File: config.mk
export PLATFORM = sky130hd
export DESIGN_NAME = uw_eeprom
export DESIGN_NICKNAME = d
export VERILOG_FILES = /design/src/rtl/uw_pkg.sv /design/src/rtl/uw_sync.sv /design/src/rtl/uw_array.sv /design/src/rtl/uw_frame.sv /design/src/rtl/uw_eeprom.sv
export SDC_FILE = /design/constraint.sdc
export NUM_CORES = 2
export LEC_CHECK = 0
export BUFFER_PORTS_ARGS = -buffer_cell sky130_fd_sc_hd__buf_2
export CAP_MARGIN = 30
export CELL_PAD_IN_SITES_DETAIL_PLACEMENT = 1
export CELL_PAD_IN_SITES_GLOBAL_PLACEMENT = 2
export CORE_MARGIN = 2
export CORE_UTILIZATION = 25
export DETAILED_ROUTE_END_ITERATION = 16
export PLACE_DENSITY = 0.6
export REMOVE_ABC_BUFFERS = 1
export SETUP_SLACK_MARGIN = 0.15
export SYNTH_ARGS = -nofsm -noshare
export SYNTH_HDL_FRONTEND = slang
export SYNTH_SLANG_ARGS = --single-unit
File: constraint.sdc
create_clock -name clk -period 3.1 [get_ports clk]
set_input_delay 0.62 -clock clk [delete_from_list [all_inputs] [get_ports clk]]
set_output_delay 0.62 -clock clk [all_outputs]
set_load 0.01 [all_outputs]
File: src/rtl/uw_pkg.sv
package uw_pkg;
    typedef enum logic [1:0] {PK_WRITE, PK_ERASE, PK_ERAL, PK_WRAL} prog_kind_e;
    typedef enum logic [2:0] {F_IDLE, F_START, F_OP, F_ADDR, F_DATA, F_READ, F_ARMED, F_DEAD} frame_st_e;
    localparam logic [1:0] OP_EXT   = 2'b00;
    localparam logic [1:0] OP_WRITE = 2'b01;
    localparam logic [1:0] OP_READ  = 2'b10;
    localparam logic [1:0] OP_ERASE = 2'b11;
    localparam logic [1:0] EXT_DIS  = 2'b00;
    localparam logic [1:0] EXT_WRAL = 2'b01;
    localparam logic [1:0] EXT_ERAL = 2'b10;
    localparam logic [1:0] EXT_EN   = 2'b11;
endpackage

File: src/rtl/uw_sync.sv
module uw_sync #(
    parameter int STAGES = 2,
    parameter int W      = 3
) (
    input  logic         clk,
    input  logic         rst_n,
    input  logic [W-1:0] raw_i,
    output logic [W-1:0] lvl_o,
    output logic [W-1:0] rise_o,
    output logic [W-1:0] fall_o
);
    logic [STAGES-1:0][W-1:0] chain_d, chain_q;
    logic [W-1:0]             prev_d, prev_q;

    always_comb begin
        chain_d[0] = raw_i;
        for (int i = 1; i < STAGES; i++) chain_d[i] = chain_q[i-1];
        prev_d = chain_q[STAGES-1];
    end

    always_ff @(posedge clk or negedge rst_n) begin
        if (!rst_n) begin
            chain_q <= '0;
            prev_q  <= '0;
        end else begin
            chain_q <= chain_d;
            prev_q  <= prev_d;
        end
    end

    assign lvl_o  = chain_q[STAGES-1];
    assign rise_o = chain_q[STAGES-1] & ~prev_q;
    assign fall_o = ~chain_q[STAGES-1] & prev_q;
endmodule

File: src/rtl/uw_array.sv
module uw_array #(
    parameter int ADDR_W = 6,
    parameter int DATA_W = 16
) (
    input  logic              clk,
    input  logic              rst_n,
    input  logic              we_i,
    input  logic              all_i,
    input  logic [ADDR_W-1:0] waddr_i,
    input  logic [DATA_W-1:0] wdata_i,
    input  logic [ADDR_W-1:0] raddr_i,
    output logic [DATA_W-1:0] rdata_o
);
    localparam int DEPTH = 1 << ADDR_W;
    logic [DATA_W-1:0] mem_d [DEPTH];
    logic [DATA_W-1:0] mem_q [DEPTH];

    for (genvar g = 0; g < DEPTH; g++) begin : g_word
        always_comb begin
            mem_d[g] = mem_q[g];
            if (we_i && (all_i || waddr_i == ADDR_W'(g))) mem_d[g] = wdata_i;
        end
        always_ff @(posedge clk or negedge rst_n) begin
            if (!rst_n) mem_q[g] <= '1;
            else        mem_q[g] <= mem_d[g];
        end
    end

    assign rdata_o = mem_q[raddr_i];
endmodule

File: src/rtl/uw_frame.sv
module uw_frame
    import uw_pkg::*;
#(
    parameter int ADDR_W = 6,
    parameter int DATA_W = 16
) (
    input  logic              clk,
    input  logic              rst_n,
    input  logic              cs_lvl_i,
    input  logic              cs_fall_i,
    input  logic              sk_rise_i,
    input  logic              di_i,
    input  logic              busy_i,
    input  logic [DATA_W-1:0] rdata_i,
    output logic [ADDR_W-1:0] rd_addr_o,
    output logic              prog_go_o,
    output prog_kind_e        prog_kind_o,
    output logic [ADDR_W-1:0] prog_addr_o,
    output logic [DATA_W-1:0] prog_data_o,
    output logic              reading_o,
    output logic              rd_bit_o,
    output logic              start_ok_o,
    output logic              wr_en_o
);
    localparam int MAXL  = (DATA_W > ADDR_W) ? DATA_W : ADDR_W;
    localparam int CNT_W = $clog2(MAXL + 1);

    typedef struct packed {
        frame_st_e         st;
        logic [1:0]        op;
        logic [ADDR_W-1:0] addr;
        logic [DATA_W-1:0] data;
        logic [DATA_W-1:0] sreg;
        logic              dout;
        logic [CNT_W-1:0]  cnt;
        prog_kind_e        kind;
        logic              wen;
    } frame_t;

    frame_t d, q;
    logic [ADDR_W-1:0] addr_nx;
    logic [DATA_W-1:0] data_nx;

    always_comb begin
        d          = q;
        prog_go_o  = 1'b0;
        start_ok_o = 1'b0;
        addr_nx    = {q.addr[ADDR_W-2:0], di_i};
        data_nx    = {q.data[DATA_W-2:0], di_i};
        if (!cs_lvl_i) begin
            prog_go_o = cs_fall_i && (q.st == F_ARMED);
            d.st   = F_IDLE;
            d.cnt  = '0;
            d.dout = 1'b0;
        end else begin
            unique case (q.st)
                F_IDLE: d.st = F_START;
                F_START: if (sk_rise_i && di_i && !busy_i) begin
                    d.st       = F_OP;
                    d.cnt      = '0;
                    start_ok_o = 1'b1;
                end
                F_OP: if (sk_rise_i) begin
                    d.op = {q.op[0], di_i};
                    if (q.cnt == CNT_W'(1)) begin
                        d.st  = F_ADDR;
                        d.cnt = '0;
                    end else d.cnt = q.cnt + 1'b1;
                end
                F_ADDR: if (sk_rise_i) begin
                    d.addr = addr_nx;
                    if (q.cnt == CNT_W'(ADDR_W - 1)) begin
                        d.cnt = '0;
                        d.st  = F_DEAD;
                        unique case (q.op)
                            OP_READ: begin
                                d.st   = F_READ;
                                d.sreg = rdata_i;
                                d.dout = 1'b0;
                            end
                            OP_WRITE: begin
                                d.st   = F_DATA;
                                d.kind = PK_WRITE;
                            end
                            OP_ERASE: begin
                                d.kind = PK_ERASE;
                                if (q.wen) d.st = F_ARMED;
                            end
                            default: begin
                                unique case (addr_nx[ADDR_W-1 -: 2])
                                    EXT_ERAL: begin
                                        d.kind = PK_ERAL;
                                        if (q.wen) d.st = F_ARMED;
                                    end
                                    EXT_WRAL: begin
                                        d.st   = F_DATA;
                                        d.kind = PK_WRAL;
                                    end
                                    EXT_EN:  d.wen = 1'b1;
                                    default: d.wen = 1'b0;
                                endcase
                            end
                        endcase
                    end else d.cnt = q.cnt + 1'b1;
                end
                F_DATA: if (sk_rise_i) begin
                    d.data = data_nx;
                    if (q.cnt == CNT_W'(DATA_W - 1)) begin
                        d.cnt = '0;
                        d.st  = q.wen ? F_ARMED : F_DEAD;
                    end else d.cnt = q.cnt + 1'b1;
                end
                F_ARMED: if (sk_rise_i) d.st = F_DEAD;
                F_READ: if (sk_rise_i && q.cnt != CNT_W'(DATA_W)) begin
                    d.dout = q.sreg[DATA_W-1];
                    d.sreg = {q.sreg[DATA_W-2:0], 1'b0};
                    d.cnt  = q.cnt + 1'b1;
                end
                default: ;
            endcase
        end
    end

    always_ff @(posedge clk or negedge rst_n) begin
        if (!rst_n) begin
            q      <= '0;
            q.st   <= F_IDLE;
            q.kind <= PK_WRITE;
        end else begin
            q <= d;
        end
    end

    assign rd_addr_o   = addr_nx;
    assign prog_kind_o = q.kind;
    assign prog_addr_o = q.addr;
    assign prog_data_o = q.data;
    assign reading_o   = (q.st == F_READ);
    assign rd_bit_o    = q.dout;
    assign wr_en_o     = q.wen;
endmodule

File: src/rtl/uw_eeprom.sv
module uw_eeprom
    import uw_pkg::*;
#(
    parameter int ADDR_W      = 6,
    parameter int DATA_W      = 16,
    parameter int PROG_CYCLES = 200,
    parameter int SYNC_STAGES = 2
) (
    input  logic clk,
    input  logic rst_n,
    input  logic cs_i,
    input  logic sk_i,
    input  logic di_i,
    output logic do_o,
    output logic do_en_o
);
    localparam int TMR_W = $clog2(PROG_CYCLES + 1);

    typedef struct packed {
        logic              busy;
        logic              pend;
        logic [TMR_W-1:0]  tmr;
        prog_kind_e        kind;
        logic [ADDR_W-1:0] addr;
        logic [DATA_W-1:0] data;
    } ctl_t;

    ctl_t d, q;

    logic [2:0]        lvl, rise, fall;
    logic              cs_lvl, cs_fall, sk_rise, di_s;
    logic [ADDR_W-1:0] rd_addr, prog_addr;
    logic [DATA_W-1:0] rdata, prog_data, arr_wdata;
    logic              prog_go, reading, rd_bit, start_ok, wr_en;
    logic              arr_we, arr_all, busy;
    prog_kind_e        prog_kind;

    uw_sync #(.STAGES(SYNC_STAGES), .W(3)) sync_i (
        .clk(clk), .rst_n(rst_n), .raw_i({di_i, sk_i, cs_i}),
        .lvl_o(lvl), .rise_o(rise), .fall_o(fall)
    );

    assign cs_lvl  = lvl[0];
    assign cs_fall = fall[0];
    assign sk_rise = rise[1];
    assign di_s    = lvl[2];

    uw_frame #(.ADDR_W(ADDR_W), .DATA_W(DATA_W)) frame_i (
        .clk(clk), .rst_n(rst_n), .cs_lvl_i(cs_lvl), .cs_fall_i(cs_fall),
        .sk_rise_i(sk_rise), .di_i(di_s), .busy_i(q.busy), .rdata_i(rdata),
        .rd_addr_o(rd_addr), .prog_go_o(prog_go), .prog_kind_o(prog_kind),
        .prog_addr_o(prog_addr), .prog_data_o(prog_data), .reading_o(reading),
        .rd_bit_o(rd_bit), .start_ok_o(start_ok), .wr_en_o(wr_en)
    );

    uw_array #(.ADDR_W(ADDR_W), .DATA_W(DATA_W)) array_i (
        .clk(clk), .rst_n(rst_n), .we_i(arr_we), .all_i(arr_all),
        .waddr_i(q.addr), .wdata_i(arr_wdata), .raddr_i(rd_addr), .rdata_o(rdata)
    );

    always_comb begin
        d = q;
        if (q.busy) begin
            if (q.tmr == '0) d.busy = 1'b0;
            else             d.tmr  = q.tmr - 1'b1;
        end
        if (prog_go) begin
            d.busy = 1'b1;
            d.pend = 1'b1;
            d.tmr  = TMR_W'(PROG_CYCLES - 1);
            d.kind = prog_kind;
            d.addr = prog_addr;
            d.data = prog_data;
        end
        if (start_ok) d.pend = 1'b0;
    end

    always_ff @(posedge clk or negedge rst_n) begin
        if (!rst_n) begin
            q      <= '0;
            q.kind <= PK_WRITE;
        end else begin
            q <= d;
        end
    end

    assign busy      = q.busy;
    assign arr_we    = q.busy && (q.tmr == '0);
    assign arr_all   = (q.kind == PK_ERAL) || (q.kind == PK_WRAL);
    assign arr_wdata = ((q.kind == PK_WRITE) || (q.kind == PK_WRAL)) ? q.data : '1;
    assign do_en_o   = cs_lvl && (reading || q.pend);
    assign do_o      = reading ? rd_bit : ~q.busy;
endmodule

==> run_results.csv <==
group,metric,value,unit
critical_path,critical_path_class,"flop to flop",
finish,finalNonFillerCells,7340,
clock_network,cts_max_path_buffers,3,
sta,finClkSkew,0.0311,ns
logic_synthesis,synth-edff-count,0,
route,drcViolationCount,0,
logic_synthesis,ys_seq_area_share,57.2,%
critical_path,slowest_stage,"mux4_2",
critical_path,path_cells,"buf_12 > buf_12 > buf_4 > mux4_2 > mux4_2 > nand3_1 > nand4_1",
sta,hold_viol,0,
critical_path,cp-end-kind,"flop",
route,wl_per_cell,22.9,um
clock_network,cts-root-buf,"clkbuf_16",
place,port_buffers,6,
sta,report.final.slew_viol_count,0,
die,core,203000,um2
place,pre_cts_ws,0.299,ns
clock_network,postCtsSetupBuffers,0,
sta,rsz0062_at_grt,"false",
critical_path,critPathLaunchType,"flop",
grt,grt_max_degree,136,
route,vias,34600,
sta,post-route-period-util,89.8,%
die,start_util,25.2,%
logic_synthesis,synth.avg_cell_area,11.1,um2
die,rows,165,
logic_synthesis,netlist-cell-type-count,69,
critical_path,crit_cells,7,
logic_synthesis,ys_ff_latch,1118,
sta,setup_viol,0,
critical_path,r2r_setup_slack,0.32,ns
sta,maxSlewHeadroom,36.3,%
route,vias_per_cell,4.72,
die,fp.dieW,456,um
finish,final_common_cell,"dfstp_2",
critical_path,path_buf_inv,3,
power,ir_drop,0.561,mV
grt,grt_pass1_vias,37400,
critical_path,r2r_cells,7,
critical_path,crit_fanout,30,
critical_path,rr_endpoint,"frame_i.q[9]$_DFFE_PN0P_",
sta,setup_slack,0.317,ns
grt,antenna_found_initial,13,
finish,mostFrequentLayoutCells,"dfstp_2 (1024), nor2_1 (733), a21oi_1 (731), nand2_1 (542), o21ai_0 (363)",
logic_synthesis,syn_inst,4623,
logic_synthesis,synth_async_sr_flop_share,100,%
status,outcome,"finished clean",
die,die_area,208000,um2
clock_network,clkLatencyLatePin,0.80,ns
route,ant_nets,0,
route,drtIter0Drc,1739,
die,io_pins,7,
clock_network,h-tree-depth,4,
grt,grt_util_all_layers,16.2,%
power,p_per_area,534,nW/um2
finish,drive_gt1_share,39.7,%
sta,worst_slew_pin_slew,0.948,ns
power,power.total,32.2,mW
sta,fin_hold_ws,0.303,ns
critical_path,path_delay_family,"multiplexers",
clock_network,clk_pin_slew,0.06,ns
power,power.leakage,22.0,nW
sta,max_freq,359,MHz
place,dp.cells,7089,
place,hpwl,103,mm
logic_synthesis,synthFlopType,"dfstp_2",
logic_synthesis,syn-cell-area,51100,um2
critical_path,arrival,3.45,ns
finish,area_growth,18.0,%
clock_network,cts_buffers,136,
logic_synthesis,ys_warn_count,0,
run,drv_cap,0,
critical_path,max_stage_delay,0.56,ns
die,die-height,456,um
critical_path,cp.required,3.76,ns
critical_path,crit-reg2reg-launch,"sync_i.lvl_o[2]$_DFF_PN0_",
route,drtPass1Iterations,5,
place,place_congestion,0.790,
grt,gr-total-overflow,0,
route,wl,168,mm
hold_path,hp-class,"input port to async pin",
finish,final_nets,4576,
grt,grt_first_pass_wirelength,254,mm
sta,timing.final.crit_period,2.78,ns
clock_network,cts.sinks,1118,
clock_network,cts_tree,"built",
==> synth_stat cells (3+ instances only) <==
cell type | number | share of area, %
ha_1 | 12 | 0.29
nand3_1 | 52 | 0.51
xnor2_1 | 4 | 0.069
or3_1 | 5 | 0.061
nor3b_1 | 4 | 0.059
o221ai_1 | 3 | 0.051
clkbuf_1 | 210 | 1.5
nor2_1 | 734 | 5.4
o22ai_1 | 4 | 0.049
inv_1 | 13 | 0.095
dfstp_2 | 1024 | 53
a21oi_1 | 735 | 7.2
o21ai_0 | 364 | 3.6
and3_1 | 21 | 0.26
nand3b_1 | 3 | 0.044
nand4_1 | 17 | 0.21
o21a_1 | 3 | 0.044
mux2_2 | 22 | 0.48
o211ai_1 | 14 | 0.21
mux2i_1 | 30 | 0.59
a211oi_1 | 36 | 0.53
a21oi_4 | 39 | 1.2
nand2_1 | 542 | 4.0
mux4_2 | 278 | 12
buf_2 | 187 | 1.8
or2_2 | 6 | 0.073
and2_1 | 15 | 0.18
a31oi_1 | 4 | 0.049
buf_4 | 5 | 0.073
nor3_1 | 15 | 0.15
a22oi_1 | 4 | 0.059
nor2b_1 | 27 | 0.33
buf_1 | 29 | 0.21
buf_6 | 8 | 0.18
o21bai_1 | 3 | 0.044
nand2b_1 | 14 | 0.17
dfrtp_1 | 94 | 4.6
==> power by group <==
| group | switching [mW] | internal (mW) |
|---|---|---|
| clock | 6.70 | 9.71 |
| combinational | 0.709 | 0.371 |
| sequential | 0.0320 | 14.7 |
==> cell type report <==
type	count	area, um2
clock inverters	43	593
fillers	22200	142000
well taps	2672	3340
flip-flops and latches	1118	29300
repair buffers	237	3010
multi-input cells	3049	20000
clock buffers	203	3990
diodes	1	2.50
inverters	17	66.3
==> sequential cells by signal, indices dropped and copies added (netlist names) <==
name,cells
array_i.mem_q,1024
busy,1
frame_i.prog_addr_o,6
frame_i.prog_data_o,16
frame_i.prog_kind_o,2
frame_i.q,26
frame_i.rd_bit_o,1
frame_i.wr_en_o,1
q,33
sync_i.chain_d,3
sync_i.lvl_o,3
sync_i.prev_q,2
==> stage by stage <==
stage	setup TNS [ns]	utilization (%)	instance area (um2)
after detailed placement	0	27.5	55700
after global placement	0	27.5	55700
after CTS	0	29.7	60300
after global routing	0	29.8	60300
after floorplan	-4179.68	-	49200
final	0	29.8	60300
==> kinds of logic (layout without fill, tap and decap cells) <==
family | count (synthesis) | count (layout) | synth area share, %
buffers and inverters | 456 | 500 | 3.96
and+or+nand+nor | 1469 | 1469 | 11.6
other | 0 | 1 | 0
muxes | 330 | 330 | 13.3
AOI/OAI and AO/OA | 1232 | 1232 | 13.5
xor gates and xnor gates | 6 | 6 | 0.103
adders and majority gates | 12 | 12 | 0.294
DFF | 1118 | 1118 | 57.2
==> metal layers <==
metal / track usage [%] / up-vias / share of wire [%]
met5: 0 / - / 0.020
met4: 4.68 / 6 / 2.6
li1: - / 15900 / -
met2: 26.5 / 414 / 47
met1: 22.2 / 18100 / 47
met3: 2.45 / 208 / 3.0
==> how the worst max path moves through the flow <==
stage	slack, ns	endpoint	from
after global routing	0.16	do_o	frame_i.q[49]$_DFFE_PN0P_
final	0.32	frame_i.q[9]$_DFFE_PN0P_	sync_i.lvl_o[2]$_DFF_PN0_
after CTS	0.21	do_o	frame_i.q[49]$_DFFE_PN0P_
after global placement	0.08	frame_i.q[24]$_DFFE_PN0P_	frame_i.prog_addr_o[0]$_DFFE_PN0P_
after detailed placement	0.30	frame_i.q[9]$_DFFE_PN0P_	sync_i.lvl_o[2]$_DFF_PN0_
after floorplan	-7.57	frame_i.q[24]$_DFFE_PN0P_	sync_i.lvl_o[2]$_DFF_PN0_
==> what timing repair did <==
| action | CTS | global route |
|---|---|---|
| gates resized for setup | 1 | 2 |
| pin swaps | 0 | 1 |
| hold buffers | 4 | 0 |
| endpoints found under the setup margin | 1 | 4 |
| hold endpoints to repair | 31 | 0 |
No activity file was read; power rests on OpenSTA's default activity.
